<file path="src/rtl/mau_pkg.sv">
// Shared width-code constants and the decoded form used by all sub-blocks.
// Assumes the base-integer load/store function-field encoding.
package mau_pkg;

    localparam logic [2:0] SZ_BYTE   = 3'b000;
    localparam logic [2:0] SZ_HALF   = 3'b001;
    localparam logic [2:0] SZ_WORD   = 3'b010;
    localparam logic [2:0] SZ_BYTE_U = 3'b100;
    localparam logic [2:0] SZ_HALF_U = 3'b101;

    typedef struct packed {
        logic legal;
        logic is_byte;
        logic is_half;
        logic is_word;
        logic zext;
    } size_dec_t;

    // Turns a raw width code into one-hot width flags plus signedness.
    function automatic size_dec_t decode_size(input logic [2:0] code);
        size_dec_t d;
        d = '0;
        case (code)
            SZ_BYTE:   begin d.legal = 1'b1; d.is_byte = 1'b1; end
            SZ_HALF:   begin d.legal = 1'b1; d.is_half = 1'b1; end
            SZ_WORD:   begin d.legal = 1'b1; d.is_word = 1'b1; end
            SZ_BYTE_U: begin d.legal = 1'b1; d.is_byte = 1'b1; d.zext = 1'b1; end
            SZ_HALF_U: begin d.legal = 1'b1; d.is_half = 1'b1; d.zext = 1'b1; end
            default:   d = '0;
        endcase
        return d;
    endfunction

endpackage

</file>
<file path="src/rtl/mau_access_check.sv">
// Decodes the width code and judges alignment and the writable window.
// Assumes lanes are bytes and the offset field is the low OFF_W address bits.
module mau_access_check
    import mau_pkg::*;
#(
    parameter int                ADDR_W       = 32,
    parameter int                OFF_W        = 2,
    parameter logic [ADDR_W-1:0] REGION_VALUE = 32'h1000_0000,
    parameter logic [ADDR_W-1:0] REGION_CARE  = 32'hD000_0000
) (
    input  logic [ADDR_W-1:0] addr,
    input  logic [2:0]        size_code,
    output size_dec_t         dec,
    output logic              misalign_cond,
    output logic              region_hit
);

    // Width decode, alignment rule and window compare.
    always_comb begin
        dec           = decode_size(size_code);
        misalign_cond = (dec.is_half & addr[0]) |
                        (dec.is_word & (|addr[OFF_W-1:0]));
        region_hit    = (((addr ^ REGION_VALUE) & REGION_CARE) == '0);
    end

    // A legal code selects exactly one width; an illegal code selects none.
    always_comb begin
        a_r12_one_width: assert (dec.legal ? $onehot({dec.is_byte, dec.is_half, dec.is_word})
                                           : !(dec.is_byte | dec.is_half | dec.is_word))
            else $error("width decode not one-hot");
    end

endmodule

</file>
<file path="src/rtl/mau_store_pack.sv">
// Builds the replicated write word and the per-lane strobe for a store.
// Assumes enable already folds in request, window, legality and alignment.
module mau_store_pack
    import mau_pkg::*;
#(
    parameter int DATA_W = 32,
    parameter int LANES  = DATA_W / 8,
    parameter int OFF_W  = $clog2(LANES)
) (
    input  size_dec_t         dec,
    input  logic [OFF_W-1:0]  off,
    input  logic              enable,
    input  logic [DATA_W-1:0] wr_data,
    output logic [DATA_W-1:0] wdata,
    output logic [LANES-1:0]  wmask
);

    for (genvar i = 0; i < LANES; i++) begin : g_lane
        // Chooses which operand byte lands in lane i.
        always_comb begin
            if (dec.is_byte)
                wdata[8*i +: 8] = wr_data[7:0];
            else if (dec.is_half)
                wdata[8*i +: 8] = wr_data[8*(i%2) +: 8];
            else
                wdata[8*i +: 8] = wr_data[8*i +: 8];
        end

        // Decides whether lane i is written.
        always_comb begin
            wmask[i] = enable & (dec.is_word |
                       (dec.is_half & (off[OFF_W-1:1] == (OFF_W-1)'(i / 2))) |
                       (dec.is_byte & (off == OFF_W'(i))));
        end
    end

    // Enabled stores touch exactly one, two or all lanes.
    always_comb begin
        if (enable && dec.is_byte)
            a_r3_byte_onehot: assert ($onehot(wmask)) else $error("byte strobe not one lane");
        if (enable && dec.is_half)
            a_r4_half_two: assert ($countones(wmask) == 2) else $error("half strobe not two lanes");
    end

endmodule

</file>
<file path="src/rtl/mau_load_extract.sv">
// Picks the addressed lane of a returned word and widens it.
// Assumes kill is raised for misaligned accesses; illegal codes yield zero.
module mau_load_extract
    import mau_pkg::*;
#(
    parameter int DATA_W = 32,
    parameter int LANES  = DATA_W / 8,
    parameter int OFF_W  = $clog2(LANES)
) (
    input  size_dec_t         dec,
    input  logic [OFF_W-1:0]  off,
    input  logic              kill,
    input  logic [DATA_W-1:0] rd_word,
    output logic [DATA_W-1:0] ld_data
);

    localparam int HALVES = LANES / 2;

    logic [7:0]  byte_lane [LANES];
    logic [15:0] half_lane [HALVES];
    logic [7:0]  sel_byte;
    logic [15:0] sel_half;

    for (genvar i = 0; i < LANES; i++) begin : g_byte
        assign byte_lane[i] = rd_word[8*i +: 8];
    end
    for (genvar j = 0; j < HALVES; j++) begin : g_half
        assign half_lane[j] = rd_word[16*j +: 16];
    end

    // Lane selection by offset.
    always_comb begin
        sel_byte = byte_lane[off];
        sel_half = half_lane[off[OFF_W-1:1]];
    end

    // Width-dependent widening with sign or zero fill.
    always_comb begin
        if (kill || !dec.legal)
            ld_data = '0;
        else if (dec.is_byte)
            ld_data = {{(DATA_W-8){sel_byte[7] & ~dec.zext}}, sel_byte};
        else if (dec.is_half)
            ld_data = {{(DATA_W-16){sel_half[15] & ~dec.zext}}, sel_half};
        else
            ld_data = rd_word;
    end

    // Unsigned results keep their upper bits clear.
    always_comb begin
        if (dec.zext && dec.is_byte)
            a_r9_zext_byte: assert (ld_data[DATA_W-1:8] == '0) else $error("byte zero-fill");
        if (dec.zext && dec.is_half)
            a_r9_zext_half: assert (ld_data[DATA_W-1:16] == '0) else $error("half zero-fill");
    end

endmodule

</file>
<file path="src/rtl/mem_align_unit.sv">
// Top of the load/store alignment path: word index, store strobe and data,
// load extraction and the misalignment flag. Purely combinational.
// Assumes a little-endian word memory with byte-wide strobes.
module mem_align_unit
    import mau_pkg::*;
#(
    parameter int                ADDR_W       = 32,
    parameter int                DATA_W       = 32,
    parameter logic [ADDR_W-1:0] REGION_VALUE = 32'h1000_0000,
    parameter logic [ADDR_W-1:0] REGION_CARE  = 32'hD000_0000
) (
    input  logic                      req_valid,
    input  logic                      req_write,
    input  logic [ADDR_W-1:0]         acc_addr,
    input  logic [2:0]                acc_size,
    input  logic [DATA_W-1:0]         wr_data,
    input  logic [DATA_W-1:0]         rd_word,
    output logic [ADDR_W-$clog2(DATA_W/8)-1:0] mem_word_addr,
    output logic [DATA_W-1:0]         mem_wdata,
    output logic [DATA_W/8-1:0]       mem_wmask,
    output logic [DATA_W-1:0]         ld_data,
    output logic                      misaligned
);

    localparam int LANES = DATA_W / 8;
    localparam int OFF_W = $clog2(LANES);

    size_dec_t        dec;
    logic             misalign_cond;
    logic             region_hit;
    logic             st_enable;
    logic [OFF_W-1:0] off;

    mau_access_check #(
        .ADDR_W      (ADDR_W),
        .OFF_W       (OFF_W),
        .REGION_VALUE(REGION_VALUE),
        .REGION_CARE (REGION_CARE)
    ) u_check (
        .addr         (acc_addr),
        .size_code    (acc_size),
        .dec          (dec),
        .misalign_cond(misalign_cond),
        .region_hit   (region_hit)
    );

    // Word index, lane offset, store gating and the exported flag.
    always_comb begin
        mem_word_addr = acc_addr[ADDR_W-1:OFF_W];
        off           = acc_addr[OFF_W-1:0];
        st_enable     = req_valid & req_write & region_hit & dec.legal & ~misalign_cond;
        misaligned    = req_valid & misalign_cond;
    end

    mau_store_pack #(
        .DATA_W(DATA_W)
    ) u_store (
        .dec    (dec),
        .off    (off),
        .enable (st_enable),
        .wr_data(wr_data),
        .wdata  (mem_wdata),
        .wmask  (mem_wmask)
    );

    mau_load_extract #(
        .DATA_W(DATA_W)
    ) u_load (
        .dec    (dec),
        .off    (off),
        .kill   (misalign_cond),
        .rd_word(rd_word),
        .ld_data(ld_data)
    );

    // Port-level guards on write protection.
    always_comb begin
        if (!(req_valid && req_write))
            a_r5_idle_no_write: assert (mem_wmask == '0) else $error("strobe without store");
        if (!region_hit)
            a_r6_window_no_write: assert (mem_wmask == '0) else $error("strobe outside window");
        if (misaligned)
            a_r7_misalign_no_write: assert (mem_wmask == '0) else $error("strobe on misaligned");
    end

endmodule

</file>
<file path="config.mk">
export PLATFORM = sky130hd
export DESIGN_NAME = mem_align_unit
export DESIGN_NICKNAME = d
export VERILOG_FILES = /design/src/rtl/mau_pkg.sv /design/src/rtl/mau_access_check.sv /design/src/rtl/mau_store_pack.sv /design/src/rtl/mau_load_extract.sv /design/src/rtl/mem_align_unit.sv
export SDC_FILE = /design/constraint.sdc
export NUM_CORES = 1
export LEC_CHECK = 0
export BUFFER_PORTS_ARGS = -buffer_cell sky130_fd_sc_hd__buf_2
export CORE_AREA = 2 2 77 79
export DETAILED_ROUTE_END_ITERATION = 6
export DIE_AREA = 0 0 79 81
export MAX_ROUTING_LAYER = met4
export PLACE_DENSITY = 0.88
export SLEW_MARGIN = 40
export SYNTH_ARGS = -nofsm -noshare
export SYNTH_HDL_FRONTEND = slang
export SYNTH_HIERARCHICAL = 1
export SYNTH_SLANG_ARGS = --single-unit
</file>
<file path="constraint.sdc">
create_clock -name vclk -period 1.6
set_input_delay 0.08 -clock vclk [all_inputs]
set_output_delay 0.08 -clock vclk [all_outputs]
set_load 0.05 [all_outputs]
</file>
==> key figures, run 1 <==
Synthesis
  – Largest family of logic cells by synthesized area: compound AO/OA/AOI/OAI gates
  – Avg Cell Area, Syn: slightly above 7 sq um
  – Synth Warn #: 6
  – Register area share after synthesis: 0
  – Multiplexer area fraction after synthesis: 0.226
  – Adder-cell share of the synthesized area: 0
  – Compound-Gate Fraction of Synth Area: 0.304
  – Distinct cells, synth: between 40 and 50
  – Synth Instances: about 240
  – Syn Std Cell Area: between 0.0015 and 0.002 sq mm
  – Post-synthesis xor/xnor area fraction: 0
  – Syn Nets: 340
  – Area share of and/or/nand/nor cells after synthesis: 0.210

Routing
  – DRC: 0
  – Top sig layer: met4
  – Via count: 2393
  – Routed Antenna Nets: 0
  – Length of the first detailed-routing pass in iterations: 7
  – WL per Instance: ~18 um
  – Met3 routed wirelength: roughly 550 um
  – M1 WL: a little under 3 mm
  – Met2 wire length: a little over 4 mm
  – Final WL: about 7.8 mm
  – Via-to-Cell Ratio: ~5.6
  – Initial DRC Count: 208

Floorplanning
  – Die X: approximately 79 um
  – Rows: 28
  – Die area: about 0.0064 sq mm
  – Chip height: slightly above 80 um
  – Core Box Area: ~0.0057 sq mm
  – Starting density of the core: 0.305
  – Num ports: 200

STA
  – Slew Limit Fails: 0
  – Setup ws final: -21.7 ps
  – Final period util: 1.01
  – Fmax: ~620 MHz
  – Worst-margin pin slew: 395 ps
  – Max_slew headroom: 0.735
  – Total negative slack: -34.8 ps
  – RSZ-0062 raised after global routing: yes
  – Minimum clock period after layout: ~1600 ps
  – Final setup fails: 2
  – Final Hold Vio Count: 0
  – Fin Hold WS: 160 ps

Layout
  – Fillers: roughly 500
  – Sequential cell area: 0 sq um
  – Most frequent cells in the layout: buf_2, buf_6, nand2_1, buf_4
  – Final core utilization: 0.556
  – Area growth syn-to-layout: 82.6%
  – Most common cell after layout, fill and taps aside: buf_2
  – Seq cells: 0
  – Final Cell Area: roughly 0.0032 sq mm
  – Fraction of layout instances using a drive strength above 1: 0.672
  – CLK BUF: 0
  – Nets: ~460

Power
  – P_sw: 1080 uW
  – Power Total: about 1700 uW
  – Clk pwr share: 0
  – Power density cells: roughly 530 mW/mm^2
  – Sw frac: 0.639
  – Pleak: 0.00141 uW
  – Sequential power share: 0
  – Peak VDD IR: roughly 300 uV
  – Logic pwr share: 1.000
  – Pint: about 610 uW

Setup path
  – CP required: between 1500 and 2000 ps
  – CP max FO: 16
  – Most frequent CP cell: buf_6
  – WP data arrival: 1540 ps
  – Worst Setup Path Type: primary input to primary output
  – Type of origin of the critical path: primary input
  – Slowest stage delay, CP: between 200 and 300 ps
  – Slowest cell on crit path: a32o_2
  – Kind of end point of the critical path: primary output
  – CP cell instances: buf_6, or2_0, a32o_2, nor2b_1, buf_6, o21ai_0, o22ai_2, buf_6

Placed design
  – Buffers added on ports: between 100 and 150
  – RePlAce Congestion: 0.908
  – Post-DP Area: between 0.002 and 0.003 sq mm
  – Post-detail-place hpwl: approximately 5.9 mm

Clock tree
  – Postcts setup bufs: 0
  – Hold-fix buffers at CTS: 0

Flow run
  – Max_cap viols: 0

Global routing
  – Initial antenna violation count: 2
  – First-pass GRT wire length: 10.8 mm
  – Largest net degree at the start of global routing: 28
  – Vias in the first global route: between 2000 and 2500
  – Total gr overflow: 0
  – Gr usage total: 0.216

Outcome
  – Status: complete, but fails checks
  – Failing checks: setup timing

Worst hold path
  – Min-Delay Path Class: primary input to primary output
## cells in the mapped netlist (4+ instances only)
master,instances,area share
clkbuf_1,9,0.020
o22ai_1,15,0.054
inv_1,10,0.022
buf_4,40,0.17
o21ai_0,26,0.075
o21ai_1,7,0.020
mux2_2,8,0.052
nand3_1,16,0.046
a311oi_1,15,0.076
mux4_1,6,0.091
nor2_1,13,0.028
buf_6,4,0.026
nor2b_1,4,0.014
mux2i_1,9,0.052
nand2_1,24,0.052
## cell type report
type                       instances  area, sq um  area share
inverter                          10         37.5      0.0119
antenna                            2         5.00     0.00158
multi-input combinational        171         1740       0.550
timing repair buffer             173         1290       0.407
tap                               75         93.8      0.0297
## critical path: cells and delay by family
family	cells	cell delay, ps
AOI/OAI and AO/OA	3	600
and+or+nand+nor	2	390
buffers and inverters	3	450
## worst paths after layout
| check | start | end | slack [ps] | depth (start not counted) |
|---|---|---|---|---|
| max | acc_addr[0] | ld_data[18] | -20 | 8 |
| min | acc_addr[12] | mem_word_addr[10] | 160 | 0 |
## cell families after synthesis
logic type	after synthesis
buf+inv	68
simple gates	71
mux	26
compound gates	74
## per-stage QoR
stage / instances / worst slack [ps]
finish: 431 / -21.7
global route: 431 / -77.8
CTS: 429 / -32.6
detailed placement: 428 / -239
global placement: 428 / -183
floorplan: 239 / -129
## layer usage
metal / track usage / up-vias
li1: - / 1091
met1: 0.251 / 1147
met2: 0.384 / 133
met3: 0.0378 / 22
met4: 0.0621 / 0
met5: - / -
## repair_timing
item	in CTS	in global routing
resized for setup	49	48
gates cloned	1	0
setup endpoints to repair	36	36
pin swaps	1	5
## power by group through the flow
stage               sequential, uW  combinational, uW  clock, uW
floorplan                        0               1330          0
CTS                              0               1600          0
global placement                 0               1480          0
detailed placement               0               1500          0
global route                     0               1750   0.000167
finish                           0               1680   0.000167
(Power assumes the default switching activity.)
==> run 2, diff against run 1 <==
- ABC_AREA: not set -> 1
- CORE_AREA: 2 2 77 79 -> not set
- CORE_MARGIN: not set -> 1.5
- CORE_UTILIZATION: not set -> 33
- DIE_AREA: 0 0 79 81 -> not set
- PLACE_DENSITY: 0.88 -> 0.89
==> run 2 against run 1 <==
  * The flow now finishes without violations
  * Count of clock-buffer cells in the layout stayed put
  * Synthesized cell count is 55% higher
  * First-iteration DRC count is 15% higher
  * Combinational power is 19% lower
  * Critical path depth is 2 higher
  * Sequential share of layout area stayed put
  * Worst setup slack better by 120 ps
  * Sequential cell count stayed put
  * Die area is 4.2% lower
  * Critical path type unchanged
==> key figures, run 2 <==
Outcome
  – Status: finished clean

Global routing
  – Vias in the first global route: 2275 (+3.2%)
  – Gr usage total: 0.196 (-0.0199)
  – Total gr overflow: 0 (unchanged)
  – Largest net degree at the start of global routing: 29 (+3.6%)
  – Initial antenna violation count: 0 (-2)
  – First-pass GRT wire length: 9.92 mm (-8.4%)

Routing
  – Via-to-Cell Ratio: 4.79 (-14%)
  – Final WL: 6.37 mm (-18%)
  – Via count: 2608 (+9.0%)
  – Length of the first detailed-routing pass in iterations: 5 (-2)
  – Initial DRC Count: 240 (+15%)
  – WL per Instance: 11.7 um (-35%)
  – Routed Antenna Nets: 0 (unchanged)
  – DRC: 0 (unchanged)

Synthesis
  – Avg Cell Area, Syn: 5.06 sq um (-30%)
  – Synth Warn #: 6 (unchanged)
  – Syn Std Cell Area: 0.00187 sq mm (+8.2%)
  – Post-synthesis xor/xnor area fraction: 0 (unchanged)
  – Most frequent cells after synthesis: nand2_1, buf_4, a21oi_1, inv_1, o21ai_1
  – Largest family of logic cells by synthesized area: simple AND/OR/NAND/NOR gates
  – Distinct cells, synth: 23 (-44%)
  – Register area share after synthesis: 0 (unchanged)
  – Syn Nets: 471 (+39%)
  – Most area-consuming cells after synthesis: nand2_1, buf_4, a21oi_1
  – Synth Instances: 370 (+55%)
  – Synth top area share: 0.209 (+0.0350)
  – Most frequent cell after synthesis: nand2_1
  – Area share of and/or/nand/nor cells after synthesis: 0.415 (+0.206)
  – Adder-cell share of the synthesized area: 0 (unchanged)
  – Post-synth top area cell: nand2_1
  – Multiplexer area fraction after synthesis: 0 (-0.226)
  – Compound-Gate Fraction of Synth Area: 0.268 (-0.0357)

STA
  – Fin Hold WS: 160 ps (-0.00300 ps)
  – RSZ-0062 raised after global routing: no
  – Fmax: 665 MHz (+7.8%)
  – Slew Limit Fails: 0 (unchanged)
  – Final Hold Vio Count: 0 (unchanged)
  – Final period util: 0.940 (-0.0736)
  – Max_slew headroom: 0.746 (+0.0107)
  – Worst-margin pin slew: 381 ps (-14.1 ps)
  – Final setup fails: 0 (-2)
  – Minimum clock period after layout: 1500 ps (-118 ps)

Floorplanning
  – Rows: 27 (-3.6%)
  – Chip height: 78.3 um (-3.3%)
  – Starting density of the core: 0.342 (+0.0371)
  – Die area: 0.00613 sq mm (-4.2%)
  – Core Box Area: 0.00547 sq mm (-3.6%)
  – Num ports: 200 (unchanged)
  – Die X: 78.3 um (-0.90%)

Setup path
  – Type of origin of the critical path: primary input
  – WP data arrival: 1420 ps (-120 ps)
  – Slowest cell on crit path: buf_2
  – Slowest stage delay, CP: 270 ps (about the same)
  – CP cell instances: buf_2, inv_1, nand2_1, nand3_1, nand2_1, nor2_4, nand2_2, buf_12, nor2_2, buf_2
  – CP delay by family, top: buffers and inverters
  – Worst Setup Path Type: primary input to primary output
  – CP max FO: 15 (-1)
  – Buf/Inv on CP: 4 (+1)
  – Kind of end point of the critical path: primary output
  – CP required: 1520 ps (about the same)

Power
  – Pleak: 0.00151 uW (+7.1%)
  – Power density cells: 538 mW/mm^2 (+1.0%)
  – Peak VDD IR: 344 uV (+16%)

Layout
  – Nets: 576 (+26%)
  – Final core utilization: 0.462 (-0.0942)
  – Fraction of layout instances using a drive strength above 1: 0.469 (-0.203)
  – N_diodes: 0 (-2)
  – Most common cell after layout, fill and taps aside: buf_2
  – Multi-input logic area: 0.00137 sq mm (-21%)
  – Area growth syn-to-layout: 35.3%
  – Final Cell Area: 0.00253 sq mm (-20%)
  – Fillers: 608 (+19%)
  – Seq cells: 0 (unchanged)
  – Most frequent cells in the layout: buf_2, nand2_1, inv_1, a21oi_1, o21ai_1
  – CLK BUF: 0 (unchanged)
  – Sequential cell area: 0 sq um (unchanged)

Worst hold path
  – Hold EP: mem_word_addr[17]
  – Min-Delay Path Class: primary input to primary output
  – Hold Startpoint: acc_addr[19]
  – Hold path depth: 0 (unchanged)

Placed design
  – Post-detail-place hpwl: 5.31 mm (-10%)
  – Buffers added on ports: 146 (unchanged)
  – Post-DP Area: 0.00251 sq mm (-11%)
  – RePlAce Congestion: 0.877 (-3.3%)

Flow run
  – Max_cap viols: 0 (unchanged)

Clock tree
  – Postcts setup bufs: 0 (unchanged)
[run 2: worst max-delay path by stage]
| stage | startpoint | end | depth (start not counted) |
|---|---|---|---|
| floorplan | acc_size[0] | ld_data[4] | 10 |
| global placement | acc_addr[1] | ld_data[20] | 10 |
| detailed placement | acc_size[0] | ld_data[22] | 8 |
| CTS | acc_size[0] | ld_data[22] | 8 |
| global route | acc_addr[1] | ld_data[26] | 10 |
| finish | acc_addr[1] | ld_data[16] | 10 |
[run 2: cells by family (layout without fill, tap and decap cells)]
family,Yosys count,in the layout
AOI/OAI and AO/OA,95,95
and+or+nand+nor,170,170
buffers and inverters,105,208
[run 2: area by class of cell]
| class | instances | area share |
|---|---|---|
| Inverter | 47 | 0.0702 |
| Multi-Input combinational cell | 265 | 0.540 |
| Timing Repair Buffer | 161 | 0.354 |
| Tap cell | 72 | 0.0356 |
[run 2: report_power, final]
| group | leakage [uW] | total [uW] | switching (uW) | internal, uW |
|---|---|---|---|---|
| Sequential | 0 | 0 | 0 | 0 |
| Combinational | 0.00151 | 1360 | 985 | 377 |
| Clock | 0 | 0 | 0 | 0 |
| Total | 0.00151 | 1360 | 985 | 377 |
[run 2: what timing repair did]
item | in CTS | in global routing
hold buffers | 0 | 0
resized for setup | 0 | 7
endpoints found under the setup margin | 0 | 14
[run 2: metrics by stage]
step / total power (uW) / setup TNS [ps] / setup slack (ps) / std cells
after global placement: 1340 / 0 / 112 / 545
after floorplan: 1200 / -18.1 / -18.1 / 370
after CTS: 1360 / 0 / 80.8 / 545
final: 1360 / 0 / 96.0 / 545
after detailed placement: 1350 / 0 / 83.3 / 545
after global routing: 1450 / 0 / 0.325 / 545
[run 2: metal layers]
| metal | vias up | GRT usage | share of wire |
|---|---|---|---|
| met4 | 0 | 0.0286 | 0.0075 |
| met2 | 123 | 0.365 | 0.51 |
| met3 | 6 | 0.0151 | 0.071 |
| met1 | 1139 | 0.234 | 0.41 |
| met5 | - | - | 0 |
| li1 | 1340 | - | - |
==> run 3, diff against run 2 <==
- CORE_ASPECT_RATIO: not set -> 1.4
- PLACE_DENSITY: 0.89 -> 0.82
==> run 3 against run 2 <==
  * Die area hardly changed
  * Total power increased by 0.85%
  * Count of clock-buffer cells in the layout unchanged
  * Critical path type unchanged
  * Sequential cell count unchanged
  * Largest power group unchanged
  * Non-clock buffer count decreased by 1
  * Cell area rose by 0.94%
  * Global-route usage increased by 2.1 points
  * Via count increased by 1.5%
  * Worst hold slack about the same
  * Routed wire length increased by 12%
  * Maximum frequency rose by 0.34%
==> key figures, run 3 (same netlist as run 2, synthesis figures left out) <==
Outcome
  – Status: finished clean

Layout
  – Final Cell Area: 0.00255 sq mm (+0.94%)
  – Most common cell after layout, fill and taps aside: buf_2
  – Area growth syn-to-layout: 36.5%
  – Nets: 576 (unchanged)
  – CLK BUF: 0 (unchanged)
  – Fraction of layout instances using a drive strength above 1: 0.471 (+0.00211)
  – Most frequent cells in the layout: buf_2, nand2_1, a21oi_1, inv_1, o21ai_1
  – Post-Layout Cell Count: 544 (-0.18%)
  – Sequential cell area: 0 sq um (unchanged)
  – Seq cells: 0 (unchanged)

Worst hold path
  – Min-Delay Path Class: primary input to primary output
  – Hold Startpoint: acc_addr[21]
  – Hold EP: mem_word_addr[19]
  – Hold path depth: 0 (unchanged)

Power
  – Power Total: 1370 uW (+0.85%)
  – Peak VDD IR: 241 uV (-30%)
  – Pleak: 0.00151 uW (about the same)
  – Power density cells: 538 mW/mm^2 (about the same)

Routing
  – Final WL: 7.13 mm (+12%)
  – Via-to-Cell Ratio: 4.87 (+1.7%)
  – Via count: 2648 (+1.5%)
  – Initial DRC Count: 128 (-47%)
  – Length of the first detailed-routing pass in iterations: 4 (-1)
  – DRC: 0 (unchanged)
  – Routed Antenna Nets: 0 (unchanged)
  – WL per Instance: 13.1 um (+12%)

STA
  – Max_slew headroom: 0.755 (+0.00938)
  – Minimum clock period after layout: 1500 ps (-5.13 ps)
  – Setup ws final: 101 ps (+5.13 ps)
  – RSZ-0062 raised after global routing: no
  – Fmax: 667 MHz (+0.34%)
  – Final setup fails: 0 (unchanged)
  – Slew Limit Fails: 0 (unchanged)
  – Total negative slack: 0 ps (unchanged)
  – Final Hold Vio Count: 0 (unchanged)
  – Worst-margin pin slew: 367 ps (-14.1 ps)
  – Final period util: 0.937 (-0.00321)

Global routing
  – Initial antenna violation count: 3 (+3)
  – Total gr overflow: 0 (unchanged)
  – Gr usage total: 0.217 (+0.0212)
  – Vias in the first global route: 2376 (+4.4%)
  – Largest net degree at the start of global routing: 29 (unchanged)
  – First-pass GRT wire length: 10.5 mm (+6.1%)

Floorplanning
  – Rows: 32 (+19%)
  – Die X: 66.6 um (-15%)
  – Chip height: 92.1 um (+18%)
  – Die area: 0.00614 sq mm (about the same)
  – Num ports: 200 (unchanged)
  – Starting density of the core: 0.341 (-0.000780)
  – Core Box Area: 0.00549 sq mm (+0.23%)

Placed design
  – Post-detail-place hpwl: 5.93 mm (+12%)
  – Post-DP Area: 0.00249 sq mm (-0.90%)
  – Post-Place Setup Slack: 10.1 ps (-73.2 ps)
  – Buffers added on ports: 146 (unchanged)
  – Dpl cells: 540 (-0.92%)
  – RePlAce Congestion: 0.855 (-2.6%)

Flow run
  – Max_cap viols: 0 (unchanged)

Setup path
  – Kind of end point of the critical path: primary output
  – Type of origin of the critical path: primary input
  – CP max FO: 13 (-2)
  – Worst Setup Path Type: primary input to primary output
  – WP data arrival: 1420 ps (about the same)
  – CP required: 1520 ps (about the same)

Clock tree
  – Hold-fix buffers at CTS: 0 (unchanged)
  – Postcts setup bufs: 0 (unchanged)
  – Post_cts resized: 0 (unchanged)
[run 3: worst max path at each step]
| stage | startpoint | to | slack [ps] |
|---|---|---|---|
| after global placement | acc_size[0] | ld_data[6] | 100 |
| after global routing | acc_size[0] | ld_data[31] | 10 |
| after floorplan | acc_size[0] | ld_data[4] | -20 |
| after CTS | acc_size[0] | ld_data[6] | 1 |
| final | acc_size[1] | ld_data[13] | 100 |
| after detailed placement | acc_size[0] | ld_data[6] | 10 |
[run 3: cell type report]
cell class | instances | area, sq um
Antenna cell | 3 | 7.51
Fill cell | 609 | 2930
Inverter | 47 | 181
Multi-Input combinational cell | 265 | 1380
Tap cell | 68 | 85.1
Timing Repair Buffer | 160 | 891
Timing Repair inverter | 1 | 7.51
[run 3: stage by stage]
| step | hold slack, ps | util |
|---|---|---|
| after floorplan | 327 | - |
| after global placement | 160 | 0.454 |
| after detailed placement | 160 | 0.454 |
| after CTS | 160 | 0.454 |
| after global routing | 160 | 0.466 |
| final | 160 | 0.466 |
[run 3: layer usage]
metal  GRT usage  wire length [um]
met4      0.0680               185
met1       0.257              3030
met2       0.367              3340
met5           -                 0
met3      0.0393               571
[run 3: power by group]
group | switching, uW | internal (uW)
Sequential | 0 | 0
Clock | 0 | 0.000251
Combinational | 989 | 385
[run 3: critical path, stage by stage]
cell and delay, ps:
buf_2 120, buf_4 150, nor2_4 150, buf_4 210
nand3_1 230, a21oi_2 200, buf_2 280
